`config.mk`:
```
export PLATFORM = sky130hd
export DESIGN_NAME = otp_shadow_loader
export DESIGN_NICKNAME = d
export VERILOG_FILES = /design/src/rtl/otp_ldr_pkg.sv /design/src/rtl/otp_secded_dec.sv /design/src/rtl/otp_err_log.sv /design/src/rtl/otp_shadow_loader.sv
export SDC_FILE = /design/constraint.sdc
export NUM_CORES = 1
export LEC_CHECK = 0
export ABC_CLOCK_PERIOD_IN_PS = 6600
export BUFFER_PORTS_ARGS = -buffer_cell sky130_fd_sc_hd__buf_2
export CORE_MARGIN = 2
export CORE_UTILIZATION = 50
export CTS_CLUSTER_SIZE = 30
export DETAILED_ROUTE_END_ITERATION = 10
export PLACE_DENSITY = 0.81
export SETUP_SLACK_MARGIN = 0.2
export SKIP_CTS_REPAIR_TIMING = 1
export SLEW_MARGIN = 20
export SYNTH_ARGS = -nofsm -noshare
export SYNTH_HDL_FRONTEND = slang
export SYNTH_SLANG_ARGS = --single-unit
```
`constraint.sdc`:
```
create_clock -name clk -period 6.6 [get_ports clk]
set_input_delay 1.98 -clock clk [delete_from_list [all_inputs] [get_ports clk]]
set_output_delay 1.98 -clock clk [all_outputs]
set_load 0.05 [all_outputs]
```
`src/rtl/otp_ldr_pkg.sv`:
```
package otp_ldr_pkg;

    localparam int DATA_W = 64;
    localparam int SYN_W  = 7;
    localparam int CW_W   = DATA_W + SYN_W + 1;

    typedef enum logic [2:0] {
        ST_IDLE,
        ST_FILL,
        ST_FETCH,
        ST_WAIT,
        ST_APPLY,
        ST_FIN
    } ldr_state_e;

endpackage

```
`src/rtl/otp_secded_dec.sv`:
```
module otp_secded_dec
    import otp_ldr_pkg::*;
(
    input  logic [CW_W-1:0]   cw,
    output logic [DATA_W-1:0] data,
    output logic              corr,
    output logic              unc
);

    logic [SYN_W-1:0] syn;
    logic             par;
    logic [CW_W-1:0]  fixed;

    always_comb begin
        syn = '0;
        for (int p = 1; p < CW_W; p++) begin
            if (cw[p]) syn = syn ^ SYN_W'(p);
        end
        par   = ^cw;
        fixed = cw;
        corr  = 1'b0;
        unc   = 1'b0;
        if (par) begin
            if (int'(syn) < CW_W) begin
                fixed[syn] = ~fixed[syn];
                corr       = 1'b1;
            end else begin
                unc = 1'b1;
            end
        end else if (syn != '0) begin
            unc = 1'b1;
        end
    end

    always_comb begin
        int k;
        k    = 0;
        data = '0;
        for (int p = 1; p < CW_W; p++) begin
            if ((p & (p - 1)) != 0) begin
                data[k] = fixed[p];
                k       = k + 1;
            end
        end
    end

endmodule

```
`src/rtl/otp_err_log.sv`:
```
module otp_err_log #(
    parameter int IDX_W = 3
) (
    input  logic             clk,
    input  logic             rst_n,
    input  logic             ev_valid,
    input  logic             ev_sec,
    input  logic             ev_ded,
    input  logic [IDX_W-1:0] ev_idx,
    output logic             sec_flag,
    output logic             ded_flag,
    output logic [IDX_W-1:0] sec_blk,
    output logic [IDX_W-1:0] ded_blk
);

    always_ff @(posedge clk or negedge rst_n) begin
        if (!rst_n) begin
            sec_flag <= 1'b0;
            sec_blk  <= '0;
        end else if (ev_valid && ev_sec) begin
            sec_flag <= 1'b1;
            sec_blk  <= ev_idx;
        end
    end

    always_ff @(posedge clk or negedge rst_n) begin
        if (!rst_n) begin
            ded_flag <= 1'b0;
            ded_blk  <= '0;
        end else if (ev_valid && ev_ded) begin
            ded_flag <= 1'b1;
            ded_blk  <= ev_idx;
        end
    end

endmodule

```
`src/rtl/otp_shadow_loader.sv`:
```
module otp_shadow_loader
    import otp_ldr_pkg::*;
#(
    parameter int NUM_BLOCKS = 6,
    parameter logic [NUM_BLOCKS*DATA_W-1:0] DEFAULT_IMAGE = {NUM_BLOCKS{64'h3C5A_96E1_0F7D_B248}},
    localparam int IDX_W  = (NUM_BLOCKS > 1) ? $clog2(NUM_BLOCKS) : 1,
    localparam int ADDR_W = IDX_W + 3
) (
    input  logic              clk,
    input  logic              rst_n,
    input  logic              start,
    output logic              otp_rd_en,
    output logic [IDX_W-1:0]  otp_rd_addr,
    input  logic [CW_W-1:0]   otp_rd_data,
    input  logic              otp_rd_valid,
    output logic              shd_wr_en,
    output logic [ADDR_W-1:0] shd_wr_addr,
    output logic [DATA_W-1:0] shd_wr_data,
    output logic              sec_flag,
    output logic              ded_flag,
    output logic [IDX_W-1:0]  sec_blk,
    output logic [IDX_W-1:0]  ded_blk,
    output logic              done
);

    localparam logic [IDX_W-1:0] LAST_BLK = IDX_W'(NUM_BLOCKS - 1);

    ldr_state_e        state_q, state_d;
    logic [IDX_W-1:0]  blk_q, blk_d;
    logic [CW_W-1:0]   word_q;
    logic              capture;

    logic [DATA_W-1:0] dec_data;
    logic              dec_corr;
    logic              dec_unc;
    logic              ev_valid;

    always_ff @(posedge clk or negedge rst_n) begin
        if (!rst_n) begin
            state_q <= ST_IDLE;
            blk_q   <= '0;
            word_q  <= '0;
        end else begin
            state_q <= state_d;
            blk_q   <= blk_d;
            if (capture) word_q <= otp_rd_data;
        end
    end

    always_comb begin
        state_d = state_q;
        blk_d   = blk_q;
        capture = 1'b0;
        unique case (state_q)
            ST_IDLE: begin
                if (start) begin
                    state_d = ST_FILL;
                    blk_d   = '0;
                end
            end
            ST_FILL: begin
                if (blk_q == LAST_BLK) begin
                    state_d = ST_FETCH;
                    blk_d   = '0;
                end else begin
                    blk_d = blk_q + 1'b1;
                end
            end
            ST_FETCH: state_d = ST_WAIT;
            ST_WAIT: begin
                if (otp_rd_valid) begin
                    capture = 1'b1;
                    state_d = ST_APPLY;
                end
            end
            ST_APPLY: begin
                if (blk_q == LAST_BLK) begin
                    state_d = ST_FIN;
                end else begin
                    state_d = ST_FETCH;
                    blk_d   = blk_q + 1'b1;
                end
            end
            ST_FIN: state_d = ST_IDLE;
            default: state_d = ST_IDLE;
        endcase
    end

    always_comb begin
        otp_rd_en   = 1'b0;
        otp_rd_addr = blk_q;
        shd_wr_en   = 1'b0;
        shd_wr_addr = {blk_q, 3'b000};
        shd_wr_data = '0;
        ev_valid    = 1'b0;
        done        = 1'b0;
        unique case (state_q)
            ST_FILL: begin
                shd_wr_en   = 1'b1;
                shd_wr_data = DEFAULT_IMAGE[blk_q*DATA_W +: DATA_W];
            end
            ST_FETCH: otp_rd_en = 1'b1;
            ST_APPLY: begin
                shd_wr_en   = ~dec_unc;
                shd_wr_data = dec_data;
                ev_valid    = 1'b1;
            end
            ST_FIN: done = 1'b1;
            default: ;
        endcase
    end

    otp_secded_dec u_dec (
        .cw   (word_q),
        .data (dec_data),
        .corr (dec_corr),
        .unc  (dec_unc)
    );

    otp_err_log #(.IDX_W(IDX_W)) u_log (
        .clk      (clk),
        .rst_n    (rst_n),
        .ev_valid (ev_valid),
        .ev_sec   (dec_corr),
        .ev_ded   (dec_unc),
        .ev_idx   (blk_q),
        .sec_flag (sec_flag),
        .ded_flag (ded_flag),
        .sec_blk  (sec_blk),
        .ded_blk  (ded_blk)
    );

endmodule

```
==> impl_metrics.yaml <==
floorplan:
  start_util: 0.509
  die-area_um2: 15000
  fp.dieW_um: 122
  die_h_um: 122
  io_pins: 160
  rows: 43
  core_area_um2: 13800
drt:
  drtIter0Drc: 865
  wl_per_cell_um: 22.6
  num_vias: 6938
  ant_nets: 0
  drt_pre_antenna_iters: 5
  post_drt_via_cell_ratio: 6.39
  wirelength_mm: 24.5
  drcViolationCount: 0
timing:
  fin_crit_sh: 0.981
  timing.fmax_mhz: 155
  min_period_ps: 6470
  setup_tns_ps: 0
  slew_viol_final: 0
  setup_viol: 0
  clock_skew_ps: 6.69
  relSlewSlack: 0.239
  tightest_slew_ps: 1130
  rsz0062_at_grt: "true"
  finalWorstSetupSlack_ps: 128
  hold_viol: 0
cells_and_area:
  fillCellCount: 1100
  finalNetCount: 979
  layout_common_cells: "107 x buf_2, 98 x xnor2_1, 84 x dfrtp_1, 77 x mux2_2, 62 x buf_4"
  layout_commonest_cell: "buf_2"
  final_cells: 1086
  drive_gt1_frac: 0.418
  n_antenna_cell: 0
  area_growth_syn_to_layout_pct: 30.8
grt:
  grt_max_degree: 87
  track_usage: 0.308
  grt-ovfl-total: 0
  antenna_found_initial: 0
  grt_pass1_wl_mm: 34.6
  grt_pass1_vias: 6268
setup_path:
  critPathMaxFanout: 8
  start_kind: "register"
  max_stage_delay_ps: 630
  crit_slowest_cell: "or4_4"
  required_ps: 4620
  setup.worst_path.end_class: "output port"
  arrival_ps: 4490
  path_buf_inv: 1
  crit_chain: "xnor3_1 > xnor3_2 > xor3_2 > xnor2_4 > nor3_4 > nor2_2 > nor2_1 > a221oi_2 > a21oi_2 > or4_4 > o31ai_4 > buf_6"
  cp_top_family: "XOR/XNOR gates"
  crit_type: "register to output port"
cts:
  cts_buffers: 9
  cts_tree: "built"
  clkLatencyLatePin_ps: 360
  clkTransAtPathRegs_ps: 60
  numClockSinks: 86
  htree_num_levels: 3
  clockBufferDepth: 2
  clock-root-buffer: "clkbuf_16"
place:
  routabilityCongestion: 1.05
  dp_slack_ps: 327
  dp.cells: 1054
  port_buffers: 156
  dpl.hpwl_mm: 17.3
yosys:
  ys_seq_area_frac: 0.307
  synthCells: 720
  yosysWarnings: 0
  syn_avg_cell_area_um2: 9.74
  async_flop_share: 1.00
  synth_area_um2: 7010
  ys_types: 64
  synth_ff_type: "dfrtp_1"
  synth-edff-count: 0
  synth-seq-cells: 86
job:
  max_cap_violations: 0
status:
  status: "completed"
min_path:
  hold_class: "register to register"
## final timing paths
path	cells past startpoint	to	start	slack (ps)
setup reg to reg	10	u_log.ded_blk[0]	word_q[15]	2930
hold reg to reg	1	u_log.sec_flag	u_log.sec_flag	460
min in group asynchronous	1	word_q[40]	rst_n	1680
setup / recovery	12	shd_wr_data[30]	word_q[1]	130
hold / removal	1	u_log.sec_flag	u_log.sec_flag	460
max in group asynchronous	1	word_q[1]	rst_n	4350
## cell families after synthesis
family / Yosys count / synth area share
simple gates: 142 / 0.0964
compound gates: 211 / 0.210
other cells: 1 / 0.000535
fa+ha+maj: 2 / 0.00357
xor+xnor: 133 / 0.197
mux: 97 / 0.152
buf+inv: 48 / 0.0330
flops: 86 / 0.307
## cell usage after synthesis (7+ instances only)
| master | number | area, um^2 |
|---|---|---|
| o41a_1 | 7 | 78.8 |
| o21a_1 | 15 | 113 |
| o21ai_1 | 8 | 40.0 |
| mux2_2 | 77 | 867 |
| xnor2_1 | 104 | 911 |
| nand2_1 | 44 | 165 |
| nand3_1 | 10 | 50.1 |
| xnor3_1 | 7 | 158 |
| nor2b_1 | 10 | 62.6 |
| o22ai_1 | 9 | 56.3 |
| nor3_1 | 15 | 75.1 |
| a21oi_1 | 42 | 210 |
| mux2i_1 | 20 | 200 |
| nor2_1 | 35 | 131 |
| xor2_1 | 12 | 105 |
| o31ai_1 | 21 | 158 |
| o21ai_0 | 45 | 225 |
| clkbuf_1 | 28 | 105 |
| dfrtp_1 | 86 | 2150 |
| o31a_1 | 7 | 61.3 |
| o211ai_1 | 16 | 120 |
## metrics by stage
step	hold WS, ps	area, um^2	util
CTS	464	8440	0.613
global placement	444	8130	0.590
detailed placement	450	8130	0.590
global route	491	9170	0.666
floorplan	523	7020	-
finish	461	9170	0.666
## worst reg2reg max path: stages (launching register included)
cell and delay [ps]:
dfrtp_1 460, xor2_1 220, xnor2_2 320, xnor2_1 160, xnor3_1 500, xnor2_2 530
buf_4 300, nand2_1 230, o21a_1 280, nand2_1 180, mux2_2 360
## routing by layer
layer	wire [um]	part of all wire	global-route usage
met5	0	0	0
met4	1300	0.053	0.140
met3	2920	0.12	0.0753
met2	10700	0.44	0.456
met1	9540	0.39	0.424
## area by class of cell
class / instances / area (um^2) / area share
tap: 180 / 225 / 0.0246
inverter: 4 / 15.0 / 0.00164
sequential: 86 / 2150 / 0.235
clock inverter: 6 / 86.3 / 0.00942
timing repair buffer: 210 / 1440 / 0.157
clock buffer: 10 / 229 / 0.0250
multi-input combinational: 590 / 5020 / 0.548
## registers in the layout, summed over array words and instances, names as in the netlist
signal          cells
state_q             3
u_log.ded_flag      1
u_log.sec_flag      1
u_log.ded_blk       3
word_q             72
u_log.sec_blk       3
otp_rd_addr         3
Power is left out: the tool's default activity adds up to more than one toggle a clock period on the data nets, which glitch-free logic cannot reach.
